File: config.mk
export PLATFORM = sky130hd
export DESIGN_NAME = pdcmp_unit
export DESIGN_NICKNAME = d
export VERILOG_FILES = /design/src/rtl/pdcmp_pkg.sv /design/src/rtl/pdcmp_classify.sv /design/src/rtl/pdcmp_lane.sv /design/src/rtl/pdcmp_unit.sv
export SDC_FILE = /design/constraint.sdc
export NUM_CORES = 1
export LEC_CHECK = 0
export BUFFER_PORTS_ARGS = -buffer_cell sky130_fd_sc_hd__buf_2
export CORE_AREA = 2 2 153 155
export DETAILED_ROUTE_END_ITERATION = 16
export DIE_AREA = 0 0 155 157
export SYNTH_ARGS = -nofsm -noshare
export SYNTH_HDL_FRONTEND = slang
export SYNTH_SLANG_ARGS = --single-unit
File: constraint.sdc
create_clock -name clk -period 2.6 [get_ports clk]
set_input_delay 0.52 -clock clk [delete_from_list [all_inputs] [get_ports clk]]
set_output_delay 0.52 -clock clk [all_outputs]
set_load 0.01 [all_outputs]
File: src/rtl/pdcmp_pkg.sv
package pdcmp_pkg;

  parameter int unsigned DEF_EXP_W  = 11;
  parameter int unsigned DEF_FRAC_W = 52;

  typedef enum logic [2:0] {
    PRED_EQ    = 3'd0,
    PRED_LT    = 3'd1,
    PRED_LE    = 3'd2,
    PRED_UNORD = 3'd3,
    PRED_NEQ   = 3'd4,
    PRED_NLT   = 3'd5,
    PRED_NLE   = 3'd6,
    PRED_ORD   = 3'd7
  } pred_e;

  typedef struct packed {
    logic sign;
    logic is_nan;
    logic is_snan;
    logic is_zero;
    logic is_sub;
  } fp_class_t;

  // relations for which a quiet NaN is an invalid operation
  function automatic logic pred_traps_qnan(pred_e p);
    return (p == PRED_LT) || (p == PRED_LE) || (p == PRED_NLT) || (p == PRED_NLE);
  endfunction

endpackage

File: src/rtl/pdcmp_classify.sv
module pdcmp_classify
  import pdcmp_pkg::*;
#(
  parameter int unsigned EXP_W  = DEF_EXP_W,
  parameter int unsigned FRAC_W = DEF_FRAC_W,
  localparam int unsigned WORD_W = 1 + EXP_W + FRAC_W
) (
  input  logic [WORD_W-1:0] val,
  output fp_class_t         cls,
  output logic [WORD_W-2:0] mag
);

  logic [EXP_W-1:0]  exp_f;
  logic [FRAC_W-1:0] frac_f;
  logic exp_max, exp_zero, frac_nz;

  always_comb begin
    exp_f    = val[WORD_W-2:FRAC_W];
    frac_f   = val[FRAC_W-1:0];
    exp_max  = &exp_f;
    exp_zero = ~|exp_f;
    frac_nz  = |frac_f;

    cls.sign    = val[WORD_W-1];
    cls.is_nan  = exp_max & frac_nz;
    cls.is_snan = exp_max & frac_nz & ~frac_f[FRAC_W-1];
    cls.is_zero = exp_zero & ~frac_nz;
    cls.is_sub  = exp_zero & frac_nz;
    mag         = val[WORD_W-2:0];
  end

endmodule

File: src/rtl/pdcmp_lane.sv
module pdcmp_lane
  import pdcmp_pkg::*;
#(
  parameter int unsigned EXP_W  = DEF_EXP_W,
  parameter int unsigned FRAC_W = DEF_FRAC_W,
  localparam int unsigned WORD_W = 1 + EXP_W + FRAC_W
) (
  input  fp_class_t         ca,
  input  fp_class_t         cb,
  input  logic [WORD_W-2:0] ma,
  input  logic [WORD_W-2:0] mb,
  input  pred_e             pred,
  output logic              hit,
  output logic              invalid,
  output logic              denorm
);

  logic any_nan, both_zero, mag_lt, mag_eq;
  logic rel_eq, rel_lt, rel_le;

  always_comb begin
    any_nan   = ca.is_nan | cb.is_nan;
    both_zero = ca.is_zero & cb.is_zero;
    mag_lt    = ma < mb;
    mag_eq    = ma == mb;

    rel_eq = ~any_nan & (both_zero | ((ca.sign == cb.sign) & mag_eq));

    if (any_nan || both_zero)      rel_lt = 1'b0;
    else if (ca.sign != cb.sign)   rel_lt = ca.sign;
    else if (ca.sign)              rel_lt = ~mag_lt & ~mag_eq;
    else                           rel_lt = mag_lt;

    rel_le = rel_lt | rel_eq;

    unique case (pred)
      PRED_EQ:    hit = rel_eq;
      PRED_LT:    hit = rel_lt;
      PRED_LE:    hit = rel_le;
      PRED_UNORD: hit = any_nan;
      PRED_NEQ:   hit = ~rel_eq;
      PRED_NLT:   hit = ~rel_lt;
      PRED_NLE:   hit = ~rel_le;
      PRED_ORD:   hit = ~any_nan;
      default:    hit = 1'b0;
    endcase

    invalid = ca.is_snan | cb.is_snan | (any_nan & pred_traps_qnan(pred));
    denorm  = ca.is_sub | cb.is_sub;
  end

endmodule

File: src/rtl/pdcmp_unit.sv
module pdcmp_unit
  import pdcmp_pkg::*;
#(
  parameter int unsigned LANES  = 2,
  parameter int unsigned EXP_W  = DEF_EXP_W,
  parameter int unsigned FRAC_W = DEF_FRAC_W,
  parameter int unsigned IMM_W  = 8,
  localparam int unsigned WORD_W = 1 + EXP_W + FRAC_W,
  localparam int unsigned BUS_W  = LANES * WORD_W,
  localparam int unsigned PRED_W = $bits(pred_e)
) (
  input  logic             clk,
  input  logic             rst,
  input  logic             in_vld,
  input  logic [BUS_W-1:0] opnd_a,
  input  logic [BUS_W-1:0] opnd_b,
  input  logic [IMM_W-1:0] imm,
  output logic             out_vld,
  output logic [BUS_W-1:0] res_mask,
  output logic             flag_invalid,
  output logic             flag_denorm
);

  pred_e pred;
  logic  unused_rsvd;

  assign pred        = pred_e'(imm[PRED_W-1:0]);
  assign unused_rsvd = ^imm[IMM_W-1:PRED_W];

  fp_class_t         cls_a [LANES];
  fp_class_t         cls_b [LANES];
  logic [WORD_W-2:0] mag_a [LANES];
  logic [WORD_W-2:0] mag_b [LANES];
  logic [LANES-1:0]  hit_w, inv_w, den_w;

  for (genvar g = 0; g < LANES; g++) begin : g_lane
    pdcmp_classify #(.EXP_W(EXP_W), .FRAC_W(FRAC_W)) cls_a_i (
      .val (opnd_a[g*WORD_W +: WORD_W]),
      .cls (cls_a[g]),
      .mag (mag_a[g])
    );
    pdcmp_classify #(.EXP_W(EXP_W), .FRAC_W(FRAC_W)) cls_b_i (
      .val (opnd_b[g*WORD_W +: WORD_W]),
      .cls (cls_b[g]),
      .mag (mag_b[g])
    );
    pdcmp_lane #(.EXP_W(EXP_W), .FRAC_W(FRAC_W)) lane_i (
      .ca      (cls_a[g]),
      .cb      (cls_b[g]),
      .ma      (mag_a[g]),
      .mb      (mag_b[g]),
      .pred    (pred),
      .hit     (hit_w[g]),
      .invalid (inv_w[g]),
      .denorm  (den_w[g])
    );
  end

  always_ff @(posedge clk) begin
    if (rst) begin
      out_vld      <= 1'b0;
      res_mask     <= '0;
      flag_invalid <= 1'b0;
      flag_denorm  <= 1'b0;
    end else begin
      out_vld <= in_vld;
      if (in_vld) begin
        for (int l = 0; l < LANES; l++) begin
          res_mask[l*WORD_W +: WORD_W] <= {WORD_W{hit_w[l]}};
        end
        flag_invalid <= |inv_w;
        flag_denorm  <= |den_w;
      end
    end
  end

  // result timing
  assert_vld_follows_R9: assert property (@(posedge clk) disable iff (rst)
    in_vld |=> out_vld);
  assert_hold_when_idle_R9: assert property (@(posedge clk) disable iff (rst)
    !in_vld |=> (!out_vld && $stable(res_mask) && $stable(flag_invalid) && $stable(flag_denorm)));

  // NaN in lane 0 makes EQ false there
  assert_nan_eq_false_R3: assert property (@(posedge clk) disable iff (rst)
    (in_vld && pred == PRED_EQ && (cls_a[0].is_nan || cls_b[0].is_nan))
      |=> (res_mask[WORD_W-1:0] == '0));

  // NaN in lane 0 makes UNORD true there
  assert_unord_nan_R4: assert property (@(posedge clk) disable iff (rst)
    (in_vld && pred == PRED_UNORD && (cls_a[0].is_nan || cls_b[0].is_nan))
      |=> (res_mask[WORD_W-1:0] == '1));

  // any signaling NaN raises invalid
  assert_snan_invalid_R7: assert property (@(posedge clk) disable iff (rst)
    (in_vld && (cls_a[0].is_snan || cls_b[0].is_snan)) |=> flag_invalid);

  // no subnormal anywhere means no denormal flag
  assert_no_sub_no_flag_R8: assert property (@(posedge clk) disable iff (rst)
    (in_vld && den_w == '0) |=> !flag_denorm);

  // reset clears the result registers
  assert_reset_clear_R10: assert property (@(posedge clk)
    rst |=> (!out_vld && res_mask == '0 && !flag_invalid && !flag_denorm));

endmodule

# --- Word level (Yosys, flattened, before mapping) ---
# Index checks and enable logic that the tools add are counted.
classes:
  bitwise: 58
  n_eq_ne: 13
  reduce_logical: 24
  n_mux: 8
  order_cmp: 2
op_table:
  columns: ["op", "n"]
  rows:
  - ["$reduce_or 52->1", 4]
  - ["$eq 63x63->1", 2]
  - ["$lt 63x63->1", 2]
  - ["$reduce_and 11->1", 4]
  - ["$reduce_or 11->1", 4]
  - ["$and 1x1->1", 26]
  - ["$not 1->1", 20]
  - ["$pmux 1 s8", 2]
  - ["$eq 3x3->1 const B", 4]
  - ["$or 1x1->1", 12]
  - ["$eq 3x2->1 const B", 2]
  - ["$mux 1", 6]
  - ["$logic_or 1x1->1", 5]
  - ["$logic_not 1->1", 4]
  - ["$reduce_or 2->1", 2]
  - ["$eq 3x1->1 const B", 1]
  - ["$logic_not 3->1", 1]
  - ["$eq 1x1->1", 2]
  - ["$ne 1x1->1", 2]
word_totals:
  output_inout_bits: 131
  word_cells: 109
  register_bits: 68
  input_bits: 267

# --- Depth between registers and ports, before layout ---
logic_depth:
  ltp_word: 9
  depth_mapped: 10
  depth_no_buf: 10

# --- By module ---
# A second synthesis with hierarchy kept.
unflattened:
  cells_unflattened: 1007
  area_unflattened_um2: 7307.0
modules_own_cells:
  columns: ["mod", "seq_area_each_um2", "n_inst", "area_each_um2", "cells_each"]
  rows:
  - ["pdcmp_lane", 0.0, 2, 1731.7, 242]
  - ["pdcmp_classify", 0.0, 4, 676.9, 95]
  - ["pdcmp_unit", 100.1, 1, 1136.1, 143]

# --- Worst setup path before layout ---
# Ideal clock, no wire load.
synth_timing:
  kind: "in2reg"
  start: "in opnd_b[62]"
  end: "reg res_mask[63]"
  required_time_ps: 2479
  stages: 10
  arrival_time_ps: 2311
  setup_ps: 121
  path_buffers: 0
  setup_slack_ps: 168
  cell_sequence: "inv_1 > ha_1 > nand4_1 > nor4_2 > nand4_1 > nand3b_1 > a2111o_1 > o21ai_1 > a2111o_1 > nand3_1"
synth_via:
  elab_chain_cells: 9
  word_cells_on_any_way: 25
  cone_classes: "order compare (1); eq/ne (1); mux (4); bitwise (15); reduce/logical (4)"
synth_lines:
  columns: ["element", "line_no", "source"]
  rows:
  - ["start: declaration", "pdcmp_unit.sv:16", "input logic [BUS_W-1:0] opnd_b,"]
  - ["$lt 63x63->1 (tied with other cells)", "pdcmp_lane.sv:24", "mag_lt = ma < mb;"]
  - ["$not 1->1 or $logic_not 1->1 (tied branches)", "pdcmp_lane.sv:31, pdcmp_classify.sv:21", null]
  - ["$and 1x1->1 (on tied branches)", "pdcmp_lane.sv:31, pdcmp_classify.sv:27", null]
  - ["$mux 1 or $and 1x1->1 (tied branches)", "pdcmp_lane.sv:31, pdcmp_lane.sv:23", null]
  - ["$mux 1 (tied with other cells)", "pdcmp_lane.sv:30", "else if (ca.sign != cb.sign) rel_lt = ca.sign;"]
  - ["$mux 1 or $and 1x1->1 (tied branches)", "pdcmp_lane.sv:29, pdcmp_lane.sv:27", null]
  - ["$or 1x1->1", "pdcmp_lane.sv:34", "rel_le = rel_lt | rel_eq;"]
  - ["$not 1->1", "pdcmp_lane.sv:43", "PRED_NLE: hit = ~rel_le;"]
  - ["$pmux 1 s8 (*)", "pdcmp_lane.sv:36", "unique case (pred)"]
  - ["end signal: indexed assignment", "pdcmp_unit.sv:69", "res_mask[l*WORD_W +: WORD_W] <= {WORD_W{hit_w[l]}};"]
  - ["end: declaration", "pdcmp_unit.sv:19", "output logic [BUS_W-1:0] res_mask,"]
# Every way passes the cells marked *; elsewhere a longest branch is shown, timed or not.
# A chain may end at the register's enable or synchronous reset.

# --- Worst setup path in the final report ---
layout_timing:
  start: "in opnd_b[56]"
  end: "reg res_mask[63]"
# Same word-level chain as after synthesis.

==> results.cfg <==
[status]
status = finished clean

[timing]
tns_ns = 0
finalHoldViolCount = 0
slew-limit-headroom_pct = 44.5
finalCritPeriodShare_pct = 97.5
period_needed_ns = 2.54
clock.fmax_mhz = 394
setup_viol_count_final = 0
rsz0062_at_grt = yes
setup_ws_ns = 0.0644
fin_hold_ws_ns = 0.477
slew_viol_final = 0
finClkSkew_ns = 0
tightest_slew_ns = 0.833

[synth]
ys_ff_latch = 5
synth_flop_cell = dfxtp_1
synthDistinctLibCells = 53
seq_area_frac_synth_pct = 1.88
synth_nets = 1145
synthArstFlopShare_pct = 0
yosysWarnings = 0
syn_area_um2 = 5320
avgSynthCellArea_um2 = 7.08
synth_cells = 752
synth-edff-count = 0

[critical_path]
r2r-end = res_mask[64]
max_stage_delay_ns = 0.36
critPathKind = in2reg
start_kind = primary input
crit_path_max_fanout = 2
worstPathRequired_ns = 2.77
end_kind = register
cp_slowest_cell = nor4_4
r2r_cells = 2
cp_cell_sequence = buf_2 -> inv_1 -> ha_4 -> nand4_1 -> nor4_4 -> buf_4 -> nand3_2 -> a31oi_4 -> nor4_4 -> o2111a_1 -> a2111o_1 -> nand3_1
reg2reg_setup_slack_ns = 1.28
r2r_start = res_mask[64]
crit_path_frequent_cell = nor4_4
critPathArrivalTime_ns = 2.71

[layout]
ff_latch_area_um2 = 101
drive_above_1_share_pct = 57.2
most-common-layout-cells = buf_2 (389), buf_4 (166), inv_1 (119), ha_1 (88), nor4_1 (60)
multi_input_area_um2 = 4550
final_common_cell = buf_2
fillers = 2303
areaGrowthSynthToFinish_pct = 66.0
fin_nets = 1581

[min_path]
min_to = flag_denorm
worstHoldPathCells = 2
hold_start = flag_denorm
hp-class = reg2reg

[global_route]
grt_pass1_wl_um = 31800
grt_antenna_before_repair = 6
grt_use_total_pct = 16.2
grt_pass1_vias = 6375
grt_max_degree = 66
overflow = 0

[clocking]
htree_levels = 1
clk_pin_slew_ns = 0.04
numCtsBuffers = 3
clk_path_buf_depth = 2
clock_sink_count = 5
cts_tree = built
root_buffer = clkbuf_16
clock_latency_ns = 0.23

[place]
hpwlAfterDp_um = 19800
post-place-ws_ns = -0.359
place_congestion = 0.973
port_buffers = 392

[routing]
wl_um = 22400
antenna_left = 0
drc = 0
drtIter0Drc = 250
wl_per_cell_um = 15.1
vias_per_cell = 4.67
dr.pass1.iters = 5
vias = 6894

[pwr]
switchingPower_uw = 791
power.density_nw_per_um2 = 203
p_seq_share_pct = 5.6
leakagePower_uw = 0.00484
combPwrFrac_pct = 80.1
switching_share_pct = 44.2
clockPowerShare_pct = 14.3
intPower_uw = 1000
max-vdd-ir-drop_mv = 0.198

[floorplan]
io_pins = 398
rows = 55
coreArea_um2 = 22500
design.die.area_um2 = 24300
floorplan.initialDensity_pct = 23.6
die_x_um = 155
die_y_um = 157

[flow_run]
drv_cap = 0
layer usage:
metal	wire length [um]	global-route usage, %
met1	10300	22.2
met2	10800	27.5
met3	1020	2.15
met5	16	0
met4	300	2.78
cells by family after synthesis:
| family | synth area share (%) |
|---|---|
| multiplexers | 0.188 |
| buffers and inverters | 27.5 |
| XOR/XNOR | 0.658 |
| adder cells (fa/ha/maj) | 29.6 |
| AND/OR/NAND/NOR | 26.1 |
| flip-flops | 1.88 |
| AO/OA/AOI/OAI | 14.1 |
sequential cells by signal, indices dropped and copies added, names as in the netlist:
register,count
flag_denorm,1
flag_invalid,1
out_vld,1
res_mask,2
critical path: cells and delay by family:
family,cells,cell delay [ns]
AOI/OAI and AO/OA,3,0.80
buffers and inverters,3,0.32
and+or+nand+nor,5,0.80
adders and majority gates,1,0.26
repair_timing:
item                                    4_1_cts  5_1_grt
resized for setup                             8      117
pin swaps                                     9       44
endpoints found under the hold margin         0        0
endpoints found under the setup margin        2        3
setup buffers                                 2        5
hold buffers                                  0        0
cell usage after synthesis (2+ instances only):
| master | instances | share of area (%) |
|---|---|---|
| inv_1 | 135 | 9.5 |
| buf_4 | 126 | 18 |
| ha_1 | 126 | 30 |
| nor4_1 | 69 | 8.1 |
| nand4_1 | 49 | 5.8 |
| a21oi_1 | 47 | 4.4 |
| nand2_1 | 39 | 2.8 |
| nand3_1 | 28 | 2.6 |
| nor2_1 | 19 | 1.3 |
| o21ai_0 | 18 | 1.7 |
| nor3_1 | 13 | 1.2 |
| a221oi_1 | 6 | 0.99 |
| dfxtp_1 | 5 | 1.9 |
| nand3b_1 | 5 | 0.71 |
| o21ai_1 | 5 | 0.47 |
| a221oi_2 | 4 | 1.1 |
| nor4_2 | 4 | 0.94 |
| o22ai_1 | 4 | 0.47 |
| a31oi_1 | 3 | 0.35 |
| xnor2_1 | 3 | 0.49 |
| a2111o_1 | 2 | 0.42 |
| a211oi_1 | 2 | 0.28 |
| a211oi_2 | 2 | 0.47 |
| a21boi_0 | 2 | 0.28 |
| a21o_1 | 2 | 0.28 |
| a21oi_2 | 2 | 0.33 |
| a311oi_1 | 2 | 0.33 |
| nand2b_1 | 2 | 0.24 |
| nor4_4 | 2 | 0.80 |
| o211ai_1 | 2 | 0.28 |
| o21a_1 | 2 | 0.28 |
metrics by stage:
step	power (uW)	instance area, um2	utilization [%]	cells
6_report	1790	8830	39.3	1477
5_1_grt	1970	8830	39.2	1476
2_1_floorplan	873	5320	-	752
3_3_place_gp	1360	7890	35.0	1462
4_1_cts	1650	8020	35.7	1467
3_5_place_dp	1370	7890	35.0	1462
power by group through the flow:
| stage | Sequential, uW | Combinational (uW) | Clock [uW] |
|---|---|---|---|
| 4_1_cts | 102 | 1280 | 264 |
| 2_1_floorplan | 121 | 752 | 0 |
| 3_5_place_dp | 103 | 1270 | 0 |
| 5_1_grt | 105 | 1590 | 276 |
| 3_3_place_gp | 102 | 1260 | 0 |
| 6_report | 101 | 1430 | 256 |
area by class of cell:
| cell class | instances | area share [%] |
|---|---|---|
| antenna | 5 | 0.142 |
| clock buffer | 3 | 0.850 |
| clock inverter | 1 | 0.0567 |
| inverter | 135 | 5.76 |
| multi-input combinational | 485 | 51.5 |
| sequential | 5 | 1.15 |
| tap | 285 | 4.04 |
| timing repair buffer | 558 | 36.5 |
worst max path at each step:
| stage | startpoint | endpoint | slack (ns) | depth (start not counted) |
|---|---|---|---|---|
| floorplan | opnd_b[62] | res_mask[63] | 0.17 | 10 |
| global placement | opnd_b[60] | res_mask[63] | -0.29 | 12 |
| detailed placement | opnd_b[60] | res_mask[63] | -0.36 | 11 |
| CTS | opnd_b[22] | res_mask[63] | -0.002 | 12 |
| global route | opnd_b[120] | res_mask[64] | -0.08 | 13 |
| finish | opnd_b[56] | res_mask[63] | 0.06 | 12 |
(Power assumes the default switching activity.)
